<file path="src/rtl/keyed_wdog_pkg.sv">
package keyed_wdog_pkg;
  localparam int CNT_W = 16;
  localparam logic [15:0] KEY_ARM  = 16'h556C;
  localparam logic [15:0] KEY_FIRE = 16'hAA39;
  localparam int IDX_CTRL = 1;
  localparam int IDX_CNT  = 2;
  localparam int IDX_SVC  = 3;
  localparam int IDX_STAT = 4;

  typedef struct packed {
    logic [CNT_W-1:0] reloadVal;
    logic             frz;
    logic             en;
    logic             selRst;
    logic             pre;
  } cfg_t;

  typedef struct packed {
    logic             reload;
    logic             start;
    logic             stickyClr;
    logic [CNT_W-1:0] loadVal;
  } stb_t;
endpackage

</file>
<file path="src/rtl/keyed_wdog_ctrl.sv">
module keyed_wdog_ctrl
  import keyed_wdog_pkg::*;
#(
  parameter int ADDR_W = 5
) (
  input  logic              clk,
  input  logic              rstN,
  input  logic [ADDR_W-1:0] busAddr,
  input  logic              busWe,
  input  logic [3:0]        busBe,
  input  logic [31:0]       busWdata,
  output cfg_t              cfg,
  output logic              locked,
  output stb_t              stb
);
  localparam int IDX_W = ADDR_W - 2;

  logic [IDX_W-1:0] wIdx;
  logic ctrlWr, svcWr, statWr, lockWr, armed;
  logic [15:0] svcVal;

  assign wIdx   = busAddr[ADDR_W-1:2];
  assign ctrlWr = busWe && (wIdx == IDX_W'(IDX_CTRL)) && (busBe == 4'hF);
  assign svcWr  = busWe && (wIdx == IDX_W'(IDX_SVC)) && (busBe[3:2] == 2'b11);
  assign statWr = busWe && (wIdx == IDX_W'(IDX_STAT)) && busBe[0];
  assign lockWr = ctrlWr && !locked;
  assign svcVal = busWdata[31:16];

  always_ff @(posedge clk or negedge rstN) begin
    if (!rstN) begin
      cfg    <= '0;
      locked <= 1'b0;
      armed  <= 1'b0;
    end else begin
      if (lockWr) begin
        cfg <= '{reloadVal: busWdata[31:16], frz: busWdata[3], en: busWdata[2],
                 selRst: busWdata[1], pre: busWdata[0]};
        locked <= 1'b1;
      end
      if (svcWr) armed <= (svcVal == KEY_ARM);
    end
  end

  always_comb begin
    stb.reload    = svcWr && armed && (svcVal == KEY_FIRE) && cfg.en;
    stb.start     = lockWr && busWdata[2];
    stb.stickyClr = statWr && busWdata[0];
    stb.loadVal   = stb.start ? busWdata[31:16] : cfg.reloadVal;
  end
endmodule

</file>
<file path="src/rtl/keyed_wdog_dp.sv">
module keyed_wdog_dp
  import keyed_wdog_pkg::*;
#(
  parameter int PRE_DIV = 65536
) (
  input  logic             clk,
  input  logic             rstN,
  input  cfg_t             cfg,
  input  stb_t             stb,
  input  logic             dbgHalt,
  output logic [CNT_W-1:0] cnt,
  output logic             rstReq,
  output logic             irq,
  output logic             sticky
);
  localparam int PRE_W = (PRE_DIV > 2) ? $clog2(PRE_DIV) : 1;
  localparam logic [PRE_W-1:0] PRE_LAST = PRE_W'(PRE_DIV - 1);

  logic [PRE_W-1:0] preCnt;
  logic fired, halt, tick, fireNow;

  assign halt    = cfg.frz && dbgHalt;
  assign tick    = !cfg.pre || (preCnt == PRE_LAST);
  assign fireNow = cfg.en && !halt && (cnt == '0) && !fired && !stb.reload && !stb.start;

  always_ff @(posedge clk or negedge rstN) begin
    if (!rstN) begin
      cnt    <= '0;
      preCnt <= '0;
      fired  <= 1'b0;
      rstReq <= 1'b0;
      irq    <= 1'b0;
      sticky <= 1'b0;
    end else begin
      rstReq <= 1'b0;
      if (stb.reload || stb.start) begin
        cnt    <= stb.loadVal;
        preCnt <= '0;
        fired  <= 1'b0;
        irq    <= 1'b0;
      end else if (cfg.en && !halt) begin
        if (cnt == '0) begin
          if (!fired) begin
            fired  <= 1'b1;
            rstReq <= cfg.selRst;
            irq    <= !cfg.selRst;
          end
        end else if (tick) begin
          cnt    <= cnt - 1'b1;
          preCnt <= '0;
        end else begin
          preCnt <= preCnt + 1'b1;
        end
      end
      if (fireNow && cfg.selRst) sticky <= 1'b1;
      else if (stb.stickyClr)    sticky <= 1'b0;
    end
  end
endmodule

</file>
<file path="src/rtl/keyed_wdog.sv">
module keyed_wdog
  import keyed_wdog_pkg::*;
#(
  parameter int ADDR_W  = 5,
  parameter int PRE_DIV = 65536
) (
  input  logic              clk,
  input  logic              rstN,
  input  logic [ADDR_W-1:0] busAddr,
  input  logic              busWe,
  input  logic [3:0]        busBe,
  input  logic [31:0]       busWdata,
  output logic [31:0]       busRdata,
  input  logic              dbgHalt,
  output logic              rstReq,
  output logic              irq
);
  localparam int IDX_W = ADDR_W - 2;

  cfg_t cfg;
  stb_t stb;
  logic locked, sticky;
  logic [CNT_W-1:0] cnt;
  logic [IDX_W-1:0] rIdx;

  keyed_wdog_ctrl #(.ADDR_W(ADDR_W)) u_ctrl (
    .clk(clk), .rstN(rstN), .busAddr(busAddr), .busWe(busWe), .busBe(busBe),
    .busWdata(busWdata), .cfg(cfg), .locked(locked), .stb(stb)
  );

  keyed_wdog_dp #(.PRE_DIV(PRE_DIV)) u_dp (
    .clk(clk), .rstN(rstN), .cfg(cfg), .stb(stb), .dbgHalt(dbgHalt),
    .cnt(cnt), .rstReq(rstReq), .irq(irq), .sticky(sticky)
  );

  assign rIdx = busAddr[ADDR_W-1:2];

  always_comb begin
    busRdata = '0;
    if (rIdx == IDX_W'(IDX_CTRL))
      busRdata = {cfg.reloadVal, 12'd0, cfg.frz, cfg.en, cfg.selRst, cfg.pre};
    else if (rIdx == IDX_W'(IDX_CNT))
      busRdata = {{(32-CNT_W){1'b0}}, cnt};
    else if (rIdx == IDX_W'(IDX_STAT))
      busRdata = {31'd0, sticky};
  end
endmodule

</file>
<file path="config.mk">
export PLATFORM = sky130hd
export DESIGN_NAME = keyed_wdog
export DESIGN_NICKNAME = d
export VERILOG_FILES = /design/src/rtl/keyed_wdog_pkg.sv /design/src/rtl/keyed_wdog_ctrl.sv /design/src/rtl/keyed_wdog_dp.sv /design/src/rtl/keyed_wdog.sv
export SDC_FILE = /design/constraint.sdc
export NUM_CORES = 1
export LEC_CHECK = 0
export BUFFER_PORTS_ARGS = -buffer_cell sky130_fd_sc_hd__buf_4
export CORE_MARGIN = 2
export CORE_UTILIZATION = 55
export DETAILED_ROUTE_END_ITERATION = 12
export PLACE_DENSITY = 0.86
export SYNTH_ARGS = -nofsm -noshare
export SYNTH_HDL_FRONTEND = slang
export SYNTH_SLANG_ARGS = --single-unit
</file>
<file path="constraint.sdc">
create_clock -name clk -period 3.1 [get_ports clk]
set_input_delay 0.155 -clock clk [delete_from_list [all_inputs] [get_ports clk]]
set_output_delay 0.155 -clock clk [all_outputs]
set_load 0.05 [all_outputs]
</file>
Word level (Yosys, flattened, before mapping)
Cells that the tools add are included.
Storage, ports and cells
  register bits after elaboration: 58
  bits of input ports: 45
  output and inout bits: 34
Operators by class
  add/subtract/negate cells: 2
  eq/ne operators: 11
  muxes and demuxes: 25
  reduce and logical (&&, ||, !) cells: 37
Operators by type and width (count)
  $mux W16: 10
  $eq A16 B16 Y1 const B: 2
  $mux W32: 1
  $logic_and A1 B1 Y1: 19
  $add A16 B1 Y16 const B: 1
  $eq A16 B15 Y1 const B: 1
  $logic_not A16 Y1: 1
  $sub A16 B1 Y16 const B: 1
  $mux W1: 14
  $reduce_bool A2 Y1: 4
  $logic_not A1 Y1: 7
  $eq A3 B2 Y1 const B: 2
  $reduce_and A3 Y1: 2
  $eq A4 B4 Y1 const B: 1
  $reduce_and A2 Y1: 2
  $eq A3 B1 Y1 const B: 1
  $eq A3 B3 Y1 const B: 1
  $eq A2 B2 Y1 const B: 1
  $logic_or A1 B1 Y1: 2
  $ne A2 B1 Y1 const B: 1
  $ne A2 B2 Y1 const B: 1

Longest topological paths before layout
Gate-level depths: netlist (run 1).
  depth in word-level cells: 11
  depth in mapped cells: 9

Modules after synthesis
A second synthesis (run 1) with hierarchy kept.
Unflattened totals
  cells, all modules: 371
  area total of the unflattened synthesis: 3709.8 µm²
Modules (own cells, without submodules)
  keyed_wdog_dp: instances 1, cells each 242, area each 2172.1 µm², sequential area each 900.9 µm²
  keyed_wdog_ctrl: instances 1, cells each 83, area each 1199.9 µm², sequential area each 550.5 µm²
  keyed_wdog: instances 1, cells each 46, area each 337.8 µm², sequential area each 0.0 µm²

Worst setup path after synthesis (run 1)
No wires, ideal clock.
  path type: reg2reg
  start: register u_dp.preCnt[0]
  end: register u_dp.cnt[10]
  library setup time: 0.084 ns
  data arrival time: 2.177 ns
  required time: 3.016 ns
  path slack: 0.839 ns
  cell stages (with the launch flop): 8
  path buffers: 0
  period minus slack after synthesis: 2.261 ns
  cell sequence: dfrtp_1 -> ha_1 -> nand3_1 -> o41ai_2 -> nand3_1 -> or4b_1 -> xor2_1 -> o21ai_0
Between the ends
  longest elaborated chain between the ends: 4
RTL lines
  start: declaration: line keyed_wdog_dp.sv:19  | logic [PRE_W-1:0] preCnt;
  start signal: assignment: line keyed_wdog_dp.sv:52  | preCnt <= preCnt + 1'b1;
  $eq A16 B16 Y1: line keyed_wdog_dp.sv:23  | assign tick = !cfg.pre || (preCnt == PRE_LAST);
  $logic_or A1 B1 Y1: line keyed_wdog_dp.sv:23
  $reduce_bool A2 Y1 (no line)
  $reduce_and A3 Y1 (no line)
  end signal: assignment: line keyed_wdog_dp.sv:37  | cnt <= stb.loadVal;
  end signal: assignment: line keyed_wdog_dp.sv:49  | cnt <= cnt - 1'b1;
  end: declaration: line keyed_wdog_dp.sv:11  | output logic [CNT_W-1:0] cnt,
Every way passes these cells.
A chain may end at the register's enable or synchronous reset.

Final worst setup path (run 1)
Same ends and word-level chain as after synthesis.

==> qor.tcl, run 1 <==
set qor(final_cell_mix) {sky130_fd_sc_hd__buf_4, sky130_fd_sc_hd__dfrtp_1, sky130_fd_sc_hd__nand2_1}
set qor(synth.distinct_cells) 58
set qor(critical_path.endpoint_type) {flip-flop}
set qor(root_buffer) {sky130_fd_sc_hd__clkbuf_8}
set qor(sort_of_element_at_the_start_of_the_critical_path) {flip-flop}
set qor(cts_hold_buffers) 1
set qor(syn_area_sq_mm) 0.00354
set qor(cap_violations) 0
set qor(pin_count) 79
set qor(placementRows) 29
set qor(grt_setup_unrepaired) {false}
set qor(worst_pin_slew_ns) 0.929
set qor(synth_fa_ha_area_frac) 0.0106
set qor(area_fraction_in_compound_gates_after_synthesis) 0.131
set qor(placement.io_buffers) 64
set qor(static_leakage_nw) 1.99
set qor(synth-simple-area-share) 0.262
set qor(first_global_vias) 3062
set qor(post_route_cells_drive_above_1_share) 0.264
set qor(reg2reg_slack_ns) 0.56
set qor(dr.pass1.iters) 5
set qor(routabilityCongestion) 0.873
set qor(layout_commonest_cell) {sky130_fd_sc_hd__buf_4}
set qor(wl_met3_microns) 548
set qor(routed_wirelength_microns) 8890
set qor(finClkSkew_ns) 0.00998
set qor(drt-wirelength-per-cell_microns) 17.1
set qor(insertedDiodeCount) 0
set qor(hold_path_end) {u_dp.cnt[5]}
set qor(crit_type) {flip-flop to flip-flop}
set qor(achievable-frequency_mhz) 394
set qor(cts.repair_timing.setup_buffer_count) 0
set qor(status) {finished clean}
set qor(worst_reg2reg_startpoint) {u_dp.preCnt[0]}
set qor(post_synth_mux_area_share) 0.104
set qor(post_synth_main_area_contributors) {sky130_fd_sc_hd__dfrtp_1, sky130_fd_sc_hd__mux2_2, sky130_fd_sc_hd__and2_1}
set qor(die_span_y_microns) 84.2
set qor(core_area_sq_mm) 0.00628
set qor(overall_die_area_sq_mm) 0.00709
set qor(layout-area-overhead-vs-synth_pct) 21.9
set qor(top_layer_used) {met4}
set qor(sink_count) 58
set qor(post_cts.resized_instances) 0
set qor(area_share_of_xor_xnor_cells_in_the_synthesized_design) 0.0520
set qor(detailedRoute.firstIterationViolations) 258
set qor(detailedPlacementHpwl_microns) 6450
set qor(gr-total-overflow) 0
set qor(tritoncts) {built}
set qor(synth_top_cell_area_share) 0.410
set qor(holdPathStages) 3
set qor(wl_met1_microns) 3990
set qor(hold_violations) 0
set qor(ant_nets) 0
set qor(worst-path-max-fanout) 11
set qor(grt_antenna_before_repair) 0
set qor(worst_ep_required_ns) 3.30
set qor(clock_network_latency_to_the_later_pin_of_the_worst_skew_pair_ns) 0.34
set qor(maxSlewHeadroom) 0.379
set qor(timing_max_transition_violations_final) 0
set qor(cts.clk_slew.worst_paths_ns) 0.06
set qor(totalNegativeSetupSlack_ns) 0
set qor(r2r-end) {u_dp.cnt[10]}
set qor(fin_crit_sh) 0.819
set qor(yosys_most_used_dff) {sky130_fd_sc_hd__dfrtp_1}
set qor(n_fill_cell) 498
set qor(synth.largest_area_cell) {sky130_fd_sc_hd__dfrtp_1}
set qor(routed-via-count) 3160
set qor(hp-class) {input port to flip-flop}
set qor(report.final.setup_viol) 0
set qor(async_reset_ff_frac) 1.00
set qor(viasPerCell) 6.08
set qor(grt_first_pass_wirelength_microns) 14800
set qor(hold_start) {busWdata[21]}
set qor(worst_ir_drop_vdd_uv) 355
set qor(gr-usage-all-layers) 0.260
set qor(ys_warn_count) 0
set qor(htree_levels) 3
set qor(post-route-drc-count) 0
set qor(routed_length_on_met2_microns) 4210
set qor(ctsLongestPathBuffers) 2
set qor(fin_crit_ns) 2.54
set qor(synth_top_family_by_area) {simple AND/OR/NAND/NOR gates}
set qor(avgSynthCellArea_sq_um) 9.58
set qor(worst_ep_arrival_time_ns) 2.74
set qor(cts_made_buffers) 9
set qor(num-nets-final) 487
set qor(total_power_mw) 2.27
set qor(synthCells) 369
set qor(synth_sequential_area_ratio) 0.410
set qor(start_util) 0.563
set qor(synth.net_count) 417
set qor(largest_net_degree_at_the_start_of_global_routing) 59
set qor(synth_edf_count) 0
set qor(synth-seq-cells) 58
set qor(die_w_microns) 84.2
set qor(worstRegToRegCells) 8
set qor(power_per_cell_area_mw_per_mm2) 527
==> layer usage <==
metal  vias to the layer above  global-route usage
met4                         0              0.0777
met3                        14              0.0708
met5                         -                   0
met2                       124               0.409
li1                       1477                   -
met1                      1545               0.354
==> cells by family after synthesis <==
family,after synthesis
AND/OR/NAND/NOR,166
adder cells (fa/ha/maj),3
multiplexers,34
buffers and inverters,25
AO/OA/AOI/OAI,62
flip-flops,58
XOR/XNOR,21
==> synth_stat cells, types with 2 or more instances <==
library cell / count
sky130_fd_sc_hd__nand4b_1: 4
sky130_fd_sc_hd__or2_2: 3
sky130_fd_sc_hd__xnor2_1: 12
sky130_fd_sc_hd__buf_2: 2
sky130_fd_sc_hd__xor2_1: 9
sky130_fd_sc_hd__clkbuf_1: 9
sky130_fd_sc_hd__nor2_1: 29
sky130_fd_sc_hd__nand2_1: 34
sky130_fd_sc_hd__nand2b_1: 2
sky130_fd_sc_hd__nor4b_1: 4
sky130_fd_sc_hd__a211oi_1: 2
sky130_fd_sc_hd__and4b_1: 3
sky130_fd_sc_hd__dfrtp_1: 58
sky130_fd_sc_hd__a2111oi_4: 2
sky130_fd_sc_hd__nor3b_1: 3
sky130_fd_sc_hd__nor3_1: 7
sky130_fd_sc_hd__mux2i_1: 12
sky130_fd_sc_hd__nand3b_1: 3
sky130_fd_sc_hd__and2_1: 29
sky130_fd_sc_hd__nand3_1: 11
sky130_fd_sc_hd__ha_1: 3
sky130_fd_sc_hd__o2111ai_1: 2
sky130_fd_sc_hd__inv_1: 11
sky130_fd_sc_hd__nor4bb_1: 3
sky130_fd_sc_hd__and3_1: 5
sky130_fd_sc_hd__o21ai_0: 20
sky130_fd_sc_hd__or3_1: 2
sky130_fd_sc_hd__a21oi_1: 11
sky130_fd_sc_hd__nor4_1: 3
sky130_fd_sc_hd__a31oi_1: 4
sky130_fd_sc_hd__a41oi_1: 2
sky130_fd_sc_hd__o41ai_1: 2
sky130_fd_sc_hd__a22o_1: 2
sky130_fd_sc_hd__a21o_1: 2
sky130_fd_sc_hd__mux2_2: 22
sky130_fd_sc_hd__o21a_1: 2
sky130_fd_sc_hd__a22oi_1: 3
sky130_fd_sc_hd__nand4_1: 12
==> worst max path at each step <==
| stage | from | to | slack (ns) | cells after the start |
|---|---|---|---|---|
| after floorplan | u_dp.preCnt[0] | u_dp.cnt[10] | 0.84 | 7 |
| after global placement | busAddr[3] | u_dp.preCnt[14] | 0.55 | 7 |
| after detailed placement | busAddr[3] | u_dp.preCnt[14] | 0.51 | 7 |
| after CTS | u_dp.preCnt[0] | u_dp.cnt[10] | 0.58 | 8 |
| after global routing | u_dp.preCnt[0] | u_dp.cnt[10] | 0.43 | 8 |
| final | u_dp.preCnt[0] | u_dp.cnt[10] | 0.56 | 8 |
==> per-stage QoR <==
step | cells | setup slack [ns] | utilization | cell area (sq um) | hold slack (ns)
finish | 520 | 0.562 | 0.687 | 4310 | 0.0457
global route | 520 | 0.431 | 0.687 | 4310 | 0.0293
CTS | 520 | 0.576 | 0.687 | 4310 | 0.0297
detailed placement | 504 | 0.507 | 0.656 | 4120 | 0.261
global placement | 504 | 0.549 | 0.656 | 4120 | 0.260
floorplan | 369 | 0.839 | - | 3540 | -0.141
==> power by group <==
part           leakage (nW)  internal (mW)  switching (mW)
combinational          1.15          0.268           0.335
clock                0.0962          0.387           0.299
sequential            0.739          0.854           0.130
==> sequential cells by signal, summed over array words and instances, names as in the netlist <==
| signal | flops |
|---|---|
| u_dp.fired | 1 |
| u_ctrl.armed | 1 |
| u_ctrl.cfg | 20 |
| u_dp.rstReq | 1 |
| u_dp.irq | 1 |
| u_dp.preCnt | 16 |
| u_dp.cnt | 16 |
| u_ctrl.locked | 1 |
| u_dp.sticky | 1 |
==> area by class of cell <==
class,count,area (sq um),share of cell area
clock inverters,3,40.0,0.00929
inverters,11,41.3,0.00958
multi-input cells,286,1990,0.461
repair buffers,73,551,0.128
clock buffers,12,145,0.0337
flip-flops and latches,58,1450,0.337
well taps,77,96.3,0.0224
==> worst max-delay path, cell delays in order (launching register included) <==
cell and delay, ns:
sky130_fd_sc_hd__dfrtp_1 0.39, sky130_fd_sc_hd__ha_1 0.20, sky130_fd_sc_hd__nand3_1 0.25, sky130_fd_sc_hd__o41ai_2 0.41
sky130_fd_sc_hd__buf_4 0.25, sky130_fd_sc_hd__nand3_1 0.12, sky130_fd_sc_hd__or4b_1 0.53, sky130_fd_sc_hd__xor2_1 0.16
sky130_fd_sc_hd__o21ai_0 0.09
No activity file was read; power rests on OpenSTA's default activity.
==> inputs of run 2 (changes only) <==
clock period = 2.4 ns   (was 3.1 ns; I/O delays follow)
==> qor.tcl, run 2 (synthesis gave the netlist of run 1 again) <==
set qor(clock_network_latency_to_the_later_pin_of_the_worst_skew_pair_ns) 0.34 ;# about the same
set qor(core_area_sq_mm) 0.00628 ;# unchanged
set qor(grt_first_pass_wirelength_microns) 16200 ;# +9.4%
set qor(design_area_sq_mm) 0.00448 ;# +3.9%
set qor(hold_violations) 0 ;# unchanged
set qor(final.hold.worst_slack_ns) 0.0120 ;# -0.0337 ns
set qor(first_global_vias) 3341 ;# +9.1%
set qor(largest_net_degree_at_the_start_of_global_routing) 59 ;# unchanged
set qor(placementRows) 29 ;# unchanged
set qor(routed-via-count) 3284 ;# +3.9%
set qor(cap_violations) 0 ;# unchanged
set qor(detailedRoute.firstIterationViolations) 307 ;# +19%
set qor(status) {finished clean}
set qor(worst_ep_arrival_time_ns) 2.53 ;# -0.21 ns
set qor(die_w_microns) 84.2 ;# unchanged
set qor(routabilityCongestion) 0.951 ;# +9.0%
set qor(num-nets-final) 503 ;# +3.3%
set qor(hp-class) {input port to flip-flop}
set qor(grt_antenna_before_repair) 0 ;# unchanged
set qor(report.final.setup_viol) 0 ;# unchanged
set qor(gr-total-overflow) 0 ;# unchanged
set qor(layout_commonest_cell) {sky130_fd_sc_hd__buf_4}
set qor(ant_nets) 0 ;# unchanged
set qor(ctsLongestPathBuffers) 2 ;# unchanged
set qor(cts_made_buffers) 9 ;# unchanged
set qor(top_register) {u_ctrl.cfg}
set qor(power_per_cell_area_mw_per_mm2) 701 ;# +33%
set qor(fin_crit_sh) 0.967 ;# +0.148
set qor(layout-area-overhead-vs-synth_pct) 26.7
set qor(fin_crit_ns) 2.32 ;# -0.218 ns
set qor(worst_pin_slew_ns) 0.735 ;# -0.193 ns
set qor(sort_of_element_at_the_start_of_the_critical_path) {flip-flop}
set qor(final_cell_mix) {sky130_fd_sc_hd__buf_4, sky130_fd_sc_hd__dfrtp_1, sky130_fd_sc_hd__nand2_1}
set qor(placed_area_sq_mm) 0.00422 ;# +2.6%
set qor(setup_ws_ns) 0.0796 ;# -0.482 ns
set qor(viasPerCell) 6.12 ;# +0.63%
set qor(worst_ir_drop_vdd_uv) 418 ;# +18%
set qor(htree_levels) 3 ;# unchanged
set qor(worst_ep_required_ns) 2.61 ;# -0.69 ns
set qor(start_util) 0.563 ;# unchanged
set qor(maxSlewHeadroom) 0.510 ;# +0.131
set qor(dr.pass1.iters) 5 ;# unchanged
set qor(largest_reg_flops) 20 ;# unchanged
set qor(routed_wirelength_microns) 9580 ;# +7.7%
set qor(root_buffer) {sky130_fd_sc_hd__clkbuf_8}
set qor(internal_power_mw) 2.10 ;# +39%
set qor(static_leakage_nw) 2.07 ;# +4.4%
set qor(tritoncts) {built}
set qor(pin_count) 79 ;# unchanged
set qor(crit_type) {flip-flop to flip-flop}
set qor(cts.clk_slew.worst_paths_ns) 0.07 ;# about the same
set qor(timing_max_transition_violations_final) 0 ;# unchanged
set qor(critical_path.endpoint_type) {flip-flop}
set qor(insertedDiodeCount) 0 ;# unchanged
set qor(finClkSkew_ns) 0.00765 ;# -0.00233 ns
set qor(worst-path-max-fanout) 6 ;# -5
set qor(detailedPlacementHpwl_microns) 7020 ;# +9.0%
set qor(p_clk_frac) 0.322 ;# +0.020
set qor(pwr-share-comb) 0.273 ;# +0.007
set qor(dp_slack_ns) 0.0952 ;# -0.412 ns
set qor(p_seq_frac) 0.405 ;# -0.028
set qor(switchingPower_mw) 1.04 ;# +37%
set qor(die_span_y_microns) 84.2 ;# unchanged
set qor(achievable-frequency_mhz) 431 ;# +9.4%
set qor(sink_count) 58 ;# unchanged
set qor(drt-wirelength-per-cell_microns) 17.8 ;# +4.3%
set qor(swShare) 0.332 ;# -0.00366
set qor(placement.io_buffers) 64 ;# unchanged
set qor(post_route_cells_drive_above_1_share) 0.300 ;# +0.0359
set qor(gr-usage-all-layers) 0.283 ;# +0.0231
set qor(overall_die_area_sq_mm) 0.00709 ;# unchanged
set qor(post-route-drc-count) 0 ;# unchanged
set qor(reg_top3) {u_ctrl.cfg (20), u_dp.cnt (16), u_dp.preCnt (16)}
run 2: cell types whose count changed in the layout (fill, tap and decap cells not counted), sizes merged:
| cell | before | now |
|---|---|---|
| clkinvlp | 0 | 1 |
| bufinv | 1 | 2 |
| dlygate4sd3 | 1 | 2 |
| buf | 72 | 87 |
| clkbuf | 12 | 11 |
run 2: what timing repair did:
item                       4_1_cts  5_1_grt
setup endpoints to repair        0       21
resized for setup                0        5
hold buffers                     2        0
buffers inserted                 0        1
hold endpoints to repair        59        0
run 2: cell type report:
cell class	instances	area, sq um
Sequential cell	58	1450
Tap cell	77	96.3
Inverter	11	41.3
Timing Repair Buffer	89	673
Clock buffer	11	141
Clock inverter	5	77.6
Fill cell	476	1800
Multi-Input combinational cell	286	2000
run 2: worst paths after layout:
check	cells past startpoint	end	slack, ns	startpoint
max	9	u_dp.cnt[10]	0.08	u_dp.cnt[0]
min	2	u_ctrl.cfg[3]	0.01	busWdata[3]
max reg2reg	9	u_dp.cnt[10]	0.08	u_dp.cnt[0]
min reg2reg	1	u_ctrl.locked	0.46	u_ctrl.locked
max in group asynchronous	2	u_dp.cnt[8]	1.52	rstN
min in group asynchronous	2	u_dp.preCnt[6]	0.38	rstN
run 2: power groups by stage:
stage	combinational [mW]	clock (mW)	sequential [mW]
6_report	0.857	1.01	1.27
5_1_grt	0.925	1.07	1.29
4_1_cts	0.827	1.02	1.26
3_5_place_dp	0.817	0	1.28
3_3_place_gp	0.773	0	1.27
2_1_floorplan	0.574	0	1.21
run 2: worst max-delay path, stage by stage, from the launching register on:
cell and delay, ns:
sky130_fd_sc_hd__dfrtp_1 0.44, sky130_fd_sc_hd__inv_1 0.12, sky130_fd_sc_hd__ha_2 0.23, sky130_fd_sc_hd__nor4b_2 0.17, sky130_fd_sc_hd__nand4_1 0.13, sky130_fd_sc_hd__buf_4 0.17, sky130_fd_sc_hd__nand3_1 0.12, sky130_fd_sc_hd__or4b_1 0.54
sky130_fd_sc_hd__xor2_1 0.18, sky130_fd_sc_hd__o21ai_0 0.09
run 2: routing by layer:
layer  up-vias  global-route usage  part of all wire
met3        28              0.0590             0.077
li1       1508                   -                 -
met1      1586               0.360              0.41
met5         -                   0                 0
met4         0               0.130             0.028
met2       162               0.465              0.49
run 2: through the flow:
step | total power [mW] | instances | util | TNS, ns
after floorplan | 1.78 | 369 | - | 0
after global placement | 2.04 | 518 | 0.672 | 0
after detailed placement | 2.09 | 518 | 0.672 | 0
after CTS | 3.10 | 536 | 0.710 | 0
after global routing | 3.28 | 537 | 0.714 | -0.0417
final | 3.14 | 537 | 0.714 | 0
